File: config.mk
export PLATFORM = sky130hd
export DESIGN_NAME = qpwm_top
export DESIGN_NICKNAME = d
export VERILOG_FILES = /design/src/rtl/qpwm_pkg.sv /design/src/rtl/qpwm_prescaler.sv /design/src/rtl/qpwm_data_latch.sv /design/src/rtl/qpwm_subpulse_gen.sv /design/src/rtl/qpwm_top.sv
export SDC_FILE = /design/constraint.sdc
export NUM_CORES = 1
export LEC_CHECK = 0
export ABC_AREA = 1
export BUFFER_PORTS_ARGS = -buffer_cell sky130_fd_sc_hd__buf_4
export CAP_MARGIN = 0
export CORE_MARGIN = 3
export CORE_UTILIZATION = 40
export DETAILED_ROUTE_END_ITERATION = 7
export HOLD_SLACK_MARGIN = 0.08
export PLACE_DENSITY_LB_ADDON = 0.08
export SLEW_MARGIN = 20
export SYNTH_ARGS = -nofsm -noshare
export SYNTH_HDL_FRONTEND = slang
export SYNTH_SLANG_ARGS = --single-unit
export TNS_END_PERCENT = 30
File: constraint.sdc
create_clock -name clk -period 1.8 [get_ports clk]
set_input_delay 0 -clock clk [delete_from_list [all_inputs] [get_ports clk]]
set_output_delay 0 -clock clk [all_outputs]
set_load 0.05 [all_outputs]
File: src/rtl/qpwm_pkg.sv
package qpwm_pkg;

    localparam int DUTY_W  = 10;
    localparam int BYTE_W  = 8;
    localparam int HI_W    = DUTY_W - BYTE_W;
    localparam int SEL_W   = 2;
    localparam int QTR_W   = 2;
    localparam int POS_W   = DUTY_W - QTR_W;
    localparam int CNT_W   = DUTY_W;
    localparam int PRE_W   = (1 << SEL_W) - 1;
    localparam int THR_W   = POS_W + 1;

    typedef logic [DUTY_W-1:0] duty_t;
    typedef logic [THR_W-1:0]  thr_t;

    typedef enum logic {
        WR_LO = 1'b0,
        WR_HI = 1'b1
    } wr_target_e;

    typedef struct packed {
        logic [QTR_W-1:0] qtr;
        logic [POS_W-1:0] pos;
    } slot_t;

    // High ticks of window q for code d: coarse part + 1, plus one
    // extra tick for the first d[1:0] windows.
    function automatic thr_t sub_threshold(duty_t d, logic [QTR_W-1:0] q);
        thr_t base;
        base = {1'b0, d[DUTY_W-1:QTR_W]} + thr_t'(1);
        if (q < d[QTR_W-1:0])
            base = base + thr_t'(1);
        return base;
    endfunction

endpackage

File: src/rtl/qpwm_prescaler.sv
module qpwm_prescaler
    import qpwm_pkg::*;
(
    input  logic             clk,
    input  logic             rst,
    input  logic             en,
    input  logic [SEL_W-1:0] sel,
    output logic             tick
);

    logic [PRE_W-1:0] pre;
    logic [PRE_W-1:0] mask;

    assign mask = ~({PRE_W{1'b1}} << sel);
    assign tick = en && (pre == mask);

    always_ff @(posedge clk) begin
        if (rst || !en)
            pre <= '0;
        else if (tick)
            pre <= '0;
        else
            pre <= pre + PRE_W'(1);
    end

    // a tick longer than one clock never fires on back-to-back cycles
    a_r2_tick_spacing: assert property (@(posedge clk) disable iff (rst)
        (tick && sel != '0) |=> (!tick || sel == '0));

endmodule

File: src/rtl/qpwm_data_latch.sv
module qpwm_data_latch
    import qpwm_pkg::*;
(
    input  logic              clk,
    input  logic              rst,
    input  logic              en,
    input  logic              wr_en,
    input  logic              wr_addr,
    input  logic [BYTE_W-1:0] wr_data,
    input  logic              period_end,
    output duty_t             active
);

    logic [BYTE_W-1:0] lo_stage;
    duty_t             pending;

    always_ff @(posedge clk) begin
        if (rst || !en) begin
            lo_stage <= '0;
            pending  <= '0;
            active   <= '0;
        end else begin
            if (wr_en && wr_target_e'(wr_addr) == WR_LO)
                lo_stage <= wr_data;
            if (wr_en && wr_target_e'(wr_addr) == WR_HI)
                pending <= {wr_data[HI_W-1:0], lo_stage};
            if (period_end)
                active <= pending;
        end
    end

    // the active code moves only at a period wrap (or on disable)
    a_r8_update_on_wrap: assert property (@(posedge clk) disable iff (rst)
        (active != $past(active)) |-> ($past(period_end) || !$past(en)));

    // disable clears every stored code
    a_r9_clear_when_off: assert property (@(posedge clk) disable iff (rst)
        !en |=> (active == '0 && pending == '0 && lo_stage == '0));

endmodule

File: src/rtl/qpwm_subpulse_gen.sv
module qpwm_subpulse_gen
    import qpwm_pkg::*;
(
    input  logic  clk,
    input  logic  rst,
    input  logic  en,
    input  logic  tick,
    input  duty_t active,
    output logic  period_end,
    output logic  pwm_o
);

    logic [CNT_W-1:0] cnt;
    slot_t            slot;
    thr_t             thr;

    assign slot       = slot_t'(cnt);
    assign thr        = sub_threshold(active, slot.qtr);
    assign period_end = tick && (cnt == {CNT_W{1'b1}});

    always_ff @(posedge clk) begin
        if (rst || !en) begin
            cnt   <= '0;
            pwm_o <= 1'b0;
        end else begin
            if (tick)
                cnt <= cnt + CNT_W'(1);
            pwm_o <= ({1'b0, slot.pos} < thr);
        end
    end

    // the period counter advances only on a tick
    a_r2_count_on_tick: assert property (@(posedge clk) disable iff (rst)
        (en && !tick) |=> (cnt == $past(cnt)));

    // output low in the cycle after the enable is seen low
    a_r9_low_when_off: assert property (@(posedge clk) disable iff (rst)
        !en |=> !pwm_o);

    // output low while reset is applied
    a_r1_low_in_reset: assert property (@(posedge clk)
        rst |=> (!pwm_o && cnt == '0));

endmodule

File: src/rtl/qpwm_top.sv
module qpwm_top
    import qpwm_pkg::*;
(
    input  logic              clk,
    input  logic              rst,
    input  logic              wr_en,
    input  logic              wr_addr,
    input  logic [BYTE_W-1:0] wr_data,
    input  logic [SEL_W-1:0]  clk_sel,
    input  logic              out_en,
    output logic              pwm_o
);

    logic  tick;
    logic  period_end;
    duty_t active;

    qpwm_prescaler u_pre (
        .clk  (clk),
        .rst  (rst),
        .en   (out_en),
        .sel  (clk_sel),
        .tick (tick)
    );

    qpwm_data_latch u_latch (
        .clk        (clk),
        .rst        (rst),
        .en         (out_en),
        .wr_en      (wr_en),
        .wr_addr    (wr_addr),
        .wr_data    (wr_data),
        .period_end (period_end),
        .active     (active)
    );

    qpwm_subpulse_gen u_gen (
        .clk        (clk),
        .rst        (rst),
        .en         (out_en),
        .tick       (tick),
        .active     (active),
        .period_end (period_end),
        .pwm_o      (pwm_o)
    );

endmodule

==> results_dict.tcl, run 1 <==
set metrics [dict create \
    crit_fanout 2 \
    vias_per_cell 4.526 \
    slew_violations 0 \
    clkSlewWorstSetupHoldPaths_ps 80 \
    globalplace.congestion 0.7765 \
    syn_area_um2 2084 \
    die_w_um 78.19 \
    synthCells 296 \
    gr-total-overflow 0 \
    critPathLaunchType "register" \
    detail_route.iter0.violations 40 \
    dr_total_vias 1851 \
    start_util_pct 42.72 \
    yosys.area_share.adder_pct 7.203 \
    ys_top_cells_by_area "dfxtp_1 40%, nor2_1 11%, nand2_1 7.6%" \
    crit_family "simple AND/OR/NAND/NOR gates" \
    crit_chain "inv_2 -> ha_4 -> nand2_4 -> nand2_4 -> nor2_4 -> nand2_2 -> xnor2_2 -> ha_1 -> a21oi_2 -> o21a_1 -> nand2_1 -> nand2_1 -> nand2_1 -> nand2_1 -> nand2_1 -> a21oi_2" \
    worst_pin_slew_ps 454.6 \
    ctsRootBufferMaster "clkbuf_8" \
    critPathLaunch "u_latch.active[1]" \
    cp_common_cell "nand2_1" \
    final_layout_size_suffix_gt1_share_pct 22.22 \
    seq_power_share_pct 52.3 \
    status "complete, but fails checks" \
    swShare_pct 21.83 \
    synth_cell_types 23 \
    post-route-period-util_pct 116.3 \
    diodes 0 \
    synth_top_area_share_pct 40.34 \
    path_buf_inv 1 \
    crit_path_end_kind "register" \
    firstDrtPassIters 4 \
    arrival_ps 2320 \
    grt_pass1_vias 1822 \
    p_total_mw 1.824 \
    core-area_um2 4880 \
    finalSetupViolations 1 \
    cts_sinks 42 \
    grt_pass1_wl_mm 7.859 \
    worst_path_largest_cell_delay_ps 330 \
    syn_area_per_cell_um2 7.042 \
    timing.rr.end "u_gen.pwm_o" \
    row_count 25 \
    critPathRequiredTime_ps 2030 \
    peakVddDrop_mv 0.4997 \
    clk_path_buf_depth 2 \
    cts_htree_levels 2 \
    grtUsageTotal_pct 15.71 \
    num-nets-final 368 \
    hp-start "out_en" \
    fillerInstances 501 \
    port_buffers 15 \
    r2r_slack_ps -290 \
    synth-seq-cells 42 \
    fp.dieArea_um2 6114 \
    hold_violations 0 \
    ys_seq_area_share_pct 40.34 \
    max_cap_violations 0 \
    power_leakage_nw 1.111 \
    ys_warn_count 0 \
    wl_per_cell_um 10.44 \
    timing.rr.start "u_latch.active[1]" \
    crit_slowest_cell "ha_1" \
    power_density_nw_per_um2 662.9 \
    hp-class "in2reg" \
    holdPathStages 5 \
    routed_wl_mm 4.272 \
    grt_max_degree 29 \
    ant_nets 0 \
    muxShareOfSynthArea_pct 0 \
    combPwrFrac_pct 7.7 \
    reg2reg_depth 16 \
    synth_top_family_by_area "simple AND/OR/NAND/NOR gates" \
    post-route-min-period_ps 2094 \
    rsz0062_at_grt "true" \
    setup_slack_ps -293.7 \
    antenna_found_initial 0 \
    cts_tree "built" \
    power.switching_uw 398.2 \
    path_class "reg2reg" \
    synth_top_cell_by_area "dfxtp_1" \
    synth_compound_area_share_pct 14.05 \
    clkLatencyLatePin_ps 290 \
    hold_slack_ps 140.7 \
    syn_to_final_growth_pct 31.99 \
    max_freq_mhz 477.6 \
    pin_count 16 \
    drc_errors 0 \
    max_slew_margin_pct 69.66 \
    syn_nets 323 \
    synth-simple-area-share_pct 25.99 \
    die_y_um 78.19 \
    skew_ps 6.349 \
    intPower_mw 1.426 \
    hold_end "u_gen.cnt[2]" \
    synthXorXnorAreaFrac_pct 4.202 \
    cts_made_buffers 5 \
    layout_commonest_cell "nor2_1" \
    violations "setup timing" \
    hpwl_mm 3.043 \
    p_clk_share_pct 39.9 \
    mostFrequentLayoutCells "57 x nor2_1, 37 x nand2_1, 37 x dfxtp_1" \
]
==> area by class of cell <==
class | instances | area (um^2) | share of cell area, %
repair buffers | 45 | 372.9 | 13.55
clock inverters | 2 | 37.54 | 1.364
multi-input cells | 209 | 1195 | 43.43
flip-flops and latches | 42 | 847.1 | 30.79
inverters | 38 | 142.6 | 5.184
well taps | 67 | 83.83 | 3.047
clock buffers | 6 | 72.57 | 2.638
==> sequential cells by signal (all words and copies together), names as in the netlist <==
name	flops
u_latch.active	10
u_gen.pwm_o	1
u_latch.pending	10
u_latch.lo_stage	8
u_pre.pre	3
u_gen.cnt	10
==> how the worst max path moves through the flow <==
| stage | to | cells past startpoint | slack [ps] |
|---|---|---|---|
| finish | u_gen.pwm_o | 16 | -290 |
| global route | u_gen.pwm_o | 16 | -450 |
| CTS | u_gen.pwm_o | 16 | -330 |
| detailed placement | u_gen.pwm_o | 16 | -340 |
| global placement | u_gen.pwm_o | 14 | -340 |
| floorplan | u_gen.pwm_o | 13 | -180 |
==> power groups by stage <==
stage | Sequential [mW] | Combinational [mW] | Clock, mW
floorplan | 0.979 | 0.0688 | 0
global placement | 0.977 | 0.124 | 0
detailed placement | 0.977 | 0.125 | 0
CTS | 0.955 | 0.140 | 0.766
global route | 0.957 | 0.163 | 0.804
finish | 0.955 | 0.141 | 0.728
==> worst min-delay path, cell delays in order <==
cell and delay, ps:
buf_4 110, inv_1 70, nor2_2 100, nand2_1 80, nor2_1 30
==> per-stage QoR <==
stage          setup TNS (ps)  setup slack, ps  utilization [%]  cell area [um^2]  instances
6_report               -293.7           -293.7            56.38              2751        409
5_1_grt                -447.4           -447.4            56.38              2751        409
4_1_cts                -330.4           -330.4            54.03              2636        408
3_5_place_dp           -344.5           -344.5            49.54              2417        391
3_3_place_gp           -336.3           -336.3            49.54              2417        391
2_1_floorplan          -178.7           -178.7                -              2085        296
==> layer usage <==
| layer | routed length [um] | track usage, % | share of wire (%) | up-vias |
|---|---|---|---|---|
| li1 | - | - | - | 1043 |
| met1 | 2178 | 20.11 | 51 | 786 |
| met2 | 1931 | 26.20 | 45 | 16 |
| met3 | 91 | 3.440 | 2.1 | 6 |
| met4 | 72 | 5.245 | 1.7 | 0 |
| met5 | 0 | 0 | 0 | - |
==> synth_stat cells <==
cell type / count
a21oi_1: 19
buf_2: 2
clkbuf_1: 5
clkinv_1: 1
dfxtp_1: 42
ha_1: 12
inv_1: 33
inv_2: 4
nand2_1: 42
nand2_2: 1
nand3_1: 10
nand4_1: 5
nor2_1: 62
nor3_1: 4
nor3_2: 1
nor3b_1: 2
nor3b_2: 1
nor4_1: 1
o21a_1: 1
o21ai_0: 23
o21ai_1: 15
xnor2_1: 6
xor2_1: 4
==> timing repair <==
action	CTS	global route
gates cloned	0	0
endpoints found under the setup margin	1	5
pin swaps	0	12
hold endpoints to repair	17	0
setup buffers	0	1
hold buffers	9	0
gates resized for setup	4	27
==> logic make-up (layout without fill, tap and decap cells) <==
group | Yosys count | count (layout)
xor gates and xnor gates | 10 | 10
buffers and inverters | 45 | 91
AOI/OAI and AO/OA | 58 | 58
and+or+nand+nor | 129 | 129
DFF | 42 | 42
adders and majority gates | 12 | 12
No activity file was read; power rests on OpenSTA's default activity.
==> run 2, diff against run 1 <==
--- a/config.mk
+++ b/config.mk
@@ -8,8 +8,10 @@
 export ABC_AREA = 1
 export BUFFER_PORTS_ARGS = -buffer_cell sky130_fd_sc_hd__buf_4
 export CAP_MARGIN = 0
+export CELL_PAD_IN_SITES_DETAIL_PLACEMENT = 0
+export CELL_PAD_IN_SITES_GLOBAL_PLACEMENT = 1
 export CORE_MARGIN = 3
-export CORE_UTILIZATION = 40
+export CORE_UTILIZATION = 38
 export DETAILED_ROUTE_END_ITERATION = 7
 export HOLD_SLACK_MARGIN = 0.08
 export PLACE_DENSITY_LB_ADDON = 0.08
==> results_dict.tcl, run 2 (same netlist as run 1, synthesis figures left out) <==
set metrics [dict create \
    status "complete, but fails checks" \
    violations "setup timing" \
    mostFrequentLayoutCells "57 x nor2_1, 41 x buf_4, 37 x dfxtp_1" \
    max_freq_mhz 483.0 \
    p_total_mw 1.717 \
    post-route-period-util_pct 115.0 \
    antenna_found_initial 0 \
    cts_tree "built" \
    detail_route.iter0.violations 85 \
    max_slew_margin_pct 71.81 \
    diodes 0 \
    port_buffers 15 \
    critPathLaunchType "register" \
    clkLatencyLatePin_ps 290 \
    reg2reg_depth 17 \
    clk_path_buf_depth 2 \
    path_class "reg2reg" \
    peakVddDrop_mv 0.5443 \
    layout_commonest_cell "nor2_1" \
    skew_ps 3.787 \
    largestRegisters "u_gen.cnt x10, u_latch.active x10, u_latch.pending x10" \
    ctsRootBufferMaster "clkbuf_8" \
    hold_violations 0 \
    final_area_um2 2829 \
    cts_sinks 42 \
    power_density_nw_per_um2 607.0 \
    critPathRequiredTime_ps 2030 \
    hp-start "out_en" \
    crit_chain "ha_4 -> buf_6 -> nand4_1 -> nor2_2 -> inv_1 -> nand2_1 -> nand2_2 -> nand3_2 -> nand2_1 -> ha_1 -> nand2_1 -> inv_1 -> nand2_1 -> nand2_1 -> nand2_1 -> nand2_1 -> a21oi_1" \
    fillerInstances 529 \
    r2r_slack_ps -270 \
    critPathLaunch "u_latch.active[3]" \
    timing.rr.end "u_gen.pwm_o" \
    intPower_mw 1.316 \
    max_cap_violations 0 \
    rsz0062_at_grt "true" \
    slew_violations 0 \
    grt_max_degree 21 \
    worst_path_largest_cell_delay_ps 380 \
    timing.rr.start "u_latch.active[3]" \
    crit_fanout 3 \
    finalSetupViolations 1 \
    grt_pass1_wl_mm 7.638 \
    swShare_pct 23.37 \
    vias_per_cell 4.578 \
    tns_ps -270.6 \
    fp.dieArea_um2 6410 \
    cts_made_buffers 5 \
    clkSlewWorstSetupHoldPaths_ps 80 \
    dpl-instance-area_um2 2424 \
    power_leakage_nw 1.176 \
    crit_family "simple AND/OR/NAND/NOR gates" \
    crit_slowest_cell "dfxtp_4" \
    drc_errors 0 \
    gr-total-overflow 0 \
    hold_end "u_gen.cnt[2]" \
    row_count 26 \
    worst_pin_slew_ps 422.4 \
    hpwl_mm 3.188 \
    holdPathStages 5 \
    combPwrFrac_pct 8.0 \
    post-route-min-period_ps 2071 \
    hp-class "in2reg" \
    cts_htree_levels 2 \
    dr_total_vias 1918 \
    die_w_um 80.07 \
    start_util_pct 40.05 \
    crit_path_end_kind "register" \
    p_clk_share_pct 36.6 \
    final_layout_size_suffix_gt1_share_pct 24.64 \
    cp_common_cell "nand2_1" \
    setup_slack_ps -270.6 \
    die_y_um 80.07 \
    core-area_um2 5205 \
    globalplace.congestion 0.7665 \
    syn_to_final_growth_pct 35.71 \
    routed_wl_mm 4.286 \
    ant_nets 0 \
    grt_pass1_vias 1726 \
    seq_power_share_pct 55.4 \
    firstDrtPassIters 4 \
    num-nets-final 375 \
    path_buf_inv 3 \
    wl_per_cell_um 10.23 \
    power.switching_uw 401.4 \
    arrival_ps 2300 \
    pin_count 16 \
    grtUsageTotal_pct 14.96 \
]
[run 2: cell count changes in the layout (fill, tap and decap cells not counted), moves of 2 or more]
cell and delta:
buf_4 +6, buf_6 +2, dfxtp_2 -2, dfxtp_4 +2
nand3_1 -2, nand3_2 +3
[run 2: worst max path at each step]
stage                     depth (start not counted)  slack [ps]     endpoint
after floorplan                                  13        -180  u_gen.pwm_o
after global placement                           14        -290  u_gen.pwm_o
after detailed placement                         16        -340  u_gen.pwm_o
after CTS                                        14        -260  u_gen.pwm_o
after global routing                             17        -450  u_gen.pwm_o
final                                            17        -270  u_gen.pwm_o
[run 2: per-layer routing]
layer	track usage, %	vias to the layer above	wire [um]
met5	0	-	0
met4	5.574	0	57
met3	3.363	4	130
met2	23.18	23	1919
met1	20.23	834	2179
li1	-	1057	-
[run 2: area by class of cell]
type	instances	area [um^2]	share of cell area [%]
Inverter	38	142.6	5.042
Timing Repair Buffer	52	420.4	14.86
Sequential cell	42	852.1	30.12
Tap cell	70	87.58	3.096
Clock inverter	2	12.51	0.4423
Clock buffer	6	82.58	2.919
Multi-Input combinational cell	209	1231	43.52
[run 2: timing repair]
action                                  4_1_cts  5_1_grt
buffers inserted                              1        5
hold endpoints to repair                     17        0
endpoints found under the setup margin        1        3
cloned                                        0        0
pin swaps                                     8       16
gates resized for setup                      20       20
hold buffers                                  9        0
[run 2: through the flow]
stage               setup slack, ps  std cells  utilization (%)  hold slack, ps
global route                 -454.0        419            54.35           189.5
detailed placement           -341.2        396            46.56           231.5
CTS                          -262.5        414            51.92           139.0
floorplan                    -178.7        296                -           134.9
global placement             -290.8        396            46.56           223.5
finish                       -270.6        419            54.35           142.0
[run 2: tightest hold or removal path, cell delays in order]
cell	delay (ps)
buf_4	110
inv_1	80
nor2_2	100
nand2_1	80
nor2_1	30
[run 2: power groups by stage]
stage	sequential, mW	combinational (mW)	clock (mW)
finish	0.951	0.138	0.628
global route	0.954	0.162	0.689
CTS	0.953	0.139	0.657
detailed placement	0.977	0.124	0
global placement	0.976	0.123	0
floorplan	0.979	0.0688	0
==> run 3, diff against run 2 <==
--- a/config.mk
+++ b/config.mk
@@ -11,7 +11,7 @@
 export CELL_PAD_IN_SITES_DETAIL_PLACEMENT = 0
 export CELL_PAD_IN_SITES_GLOBAL_PLACEMENT = 1
 export CORE_MARGIN = 3
-export CORE_UTILIZATION = 38
+export CORE_UTILIZATION = 40
 export DETAILED_ROUTE_END_ITERATION = 7
 export HOLD_SLACK_MARGIN = 0.08
 export PLACE_DENSITY_LB_ADDON = 0.08
==> constraint.sdc (replaced) <==
create_clock -name clk -period 2.4 [get_ports clk]
set_input_delay 0 -clock clk [delete_from_list [all_inputs] [get_ports clk]]
set_output_delay 0 -clock clk [all_outputs]
set_load 0.05 [all_outputs]
==> results_dict.tcl, run 3 (same netlist as run 1, synthesis figures left out) <==
set metrics [dict create \
    die_y_um 78.19 \
    fin_util_pct 51.38 \
    die_w_um 78.19 \
    max_cap_violations 0 \
    largestRegisters "u_gen.cnt x10, u_latch.active x10, u_latch.pending x10" \
    gr-total-overflow 0 \
    vias_per_cell 4.681 \
    hp-class "in2reg" \
    dpl-instance-area_um2 2277 \
    cp_num_cells 15 \
    grt_pass1_vias 1660 \
    critPathRequiredTime_ps 2630 \
    finalSetupViolations 0 \
    routed_wl_mm 4.133 \
    grt_util_met2_pct 23.89 \
    clk_path_buf_depth 2 \
    cts_made_buffers 5 \
    crit_fanout 3 \
    core-area_um2 4880 \
    crit_path_end_kind "register" \
    final_layout_size_suffix_gt1_share_pct 11.08 \
    detail_route.iter0.violations 94 \
    p_total_mw 1.362 \
    arrival_ps 2440 \
    grt_use_met1_pct 19.77 \
    busiest_layer "met2" \
    power_leakage_nw 1.034 \
    crit_slowest_cell "dfxtp_1" \
    max_slew_margin_pct 60.19 \
    firstDrtPassIters 4 \
    antenna_found_initial 0 \
    hpwl_mm 3.133 \
    mostFrequentLayoutCells "61 x nor2_1, 42 x nand2_1, 41 x dfxtp_1" \
    num-nets-final 351 \
    post-route-period-util_pct 92.17 \
    worst_pin_slew_ps 596.5 \
    grt_max_degree 21 \
    critPathLaunchType "register" \
    fp.dieArea_um2 6114 \
    timing.rr.start "u_latch.active[1]" \
    post-route-min-period_ps 2212 \
    start_util_pct 42.72 \
    holdPathStages 4 \
    peakVddDrop_mv 0.3608 \
    dr_total_vias 1835 \
    reg2reg_depth 15 \
    worst_path_largest_cell_delay_ps 310 \
    power_density_nw_per_um2 543.2 \
    port_buffers 15 \
    path_class "reg2reg" \
    max_freq_mhz 452.1 \
    slew_violations 0 \
    ctsRootBufferMaster "clkbuf_8" \
    crit_family "simple AND/OR/NAND/NOR gates" \
    skew_ps 10.44 \
    wl_per_cell_um 10.54 \
    final_area_um2 2507 \
    cts_tree "built" \
    grtUsageTotal_pct 15.02 \
    syn_to_final_growth_pct 20.29 \
    grt_pass1_wl_mm 7.369 \
    cts_sinks 42 \
    hp-start "wr_addr" \
    row_count 25 \
    hold_violations 0 \
    drc_errors 0 \
    pin_count 16 \
    status "complete, no violations" \
    cp_common_cell "nand2_1" \
    path_buf_inv 1 \
    diodes 0 \
    ant_nets 0 \
    critPathLaunch "u_latch.active[1]" \
    tns_ps 0 \
    globalplace.congestion 0.7806 \
    layout_commonest_cell "nor2_1" \
    crit_chain "inv_1 -> ha_1 -> nand2_1 -> nand3_2 -> nor3_4 -> xor2_1 -> ha_1 -> nand2_1 -> o21a_1 -> nand2_1 -> nand2_1 -> nand2_1 -> nand2_1 -> nand2_1 -> a21oi_1" \
    clkSlewWorstSetupHoldPaths_ps 80 \
    grt_use_met3_pct 3.096 \
    clkLatencyLatePin_ps 290 \
    hold_slack_ps 151.7 \
    cts_htree_levels 2 \
]
[run 3: changes by cell type in the layout (fill, tap and decap cells not counted), sizes merged]
| cell | change |
|---|---|
| buf | -24 |
| bufinv | +1 |
| clkbuf | +1 |
| clkinv | -1 |
| clkinvlp | -1 |
[run 3: worst paths after layout]
check | endpoint | slack (ps)
hold reg to reg | u_latch.active[0] | 450
setup / recovery | u_gen.pwm_o | 190
hold / removal | u_latch.lo_stage[3] | 150
setup reg to reg | u_gen.pwm_o | 190
[run 3: routing by layer]
layer  vias up  part of all wire, %
met5         -                    0
li1       1013                    -
met2        16                   45
met3         7                  2.4
met1       799                   51
met4         0                  1.9
[run 3: what timing repair did]
action	CTS	global route
hold buffers	9	0
gates resized for setup	0	5
setup buffers	0	1
endpoints found under the hold margin	17	0
setup endpoints to repair	0	1
[run 3: stage by stage]
step	setup WS (ps)	std cells
2_1_floorplan	421.3	296
5_1_grt	-4.562	392
3_5_place_dp	215.7	374
3_3_place_gp	250.8	374
6_report	188.0	392
4_1_cts	174.8	391
[run 3: final cells by class]
class | instances | area, um^2
Clock buffer | 7 | 76.32
Clock inverter | 1 | 30.03
Fill cell | 533 | 2372
Inverter | 38 | 142.6
Multi-Input combinational cell | 209 | 1100
Sequential cell | 42 | 842.1
Tap cell | 67 | 83.83
Timing Repair Buffer | 28 | 232.7
[run 3: where the power goes]
group	switching [mW]	leakage (nW)	internal [mW]
Sequential	0.00654	0.341	0.709
Combinational	0.0548	0.641	0.0462
Clock	0.234	0.0524	0.311
[run 3: tightest hold or removal path, cell delays in order]
cell     delay [ps]
buf_4            80
nor2_1          100
o21ai_0         170
nor2_1           50
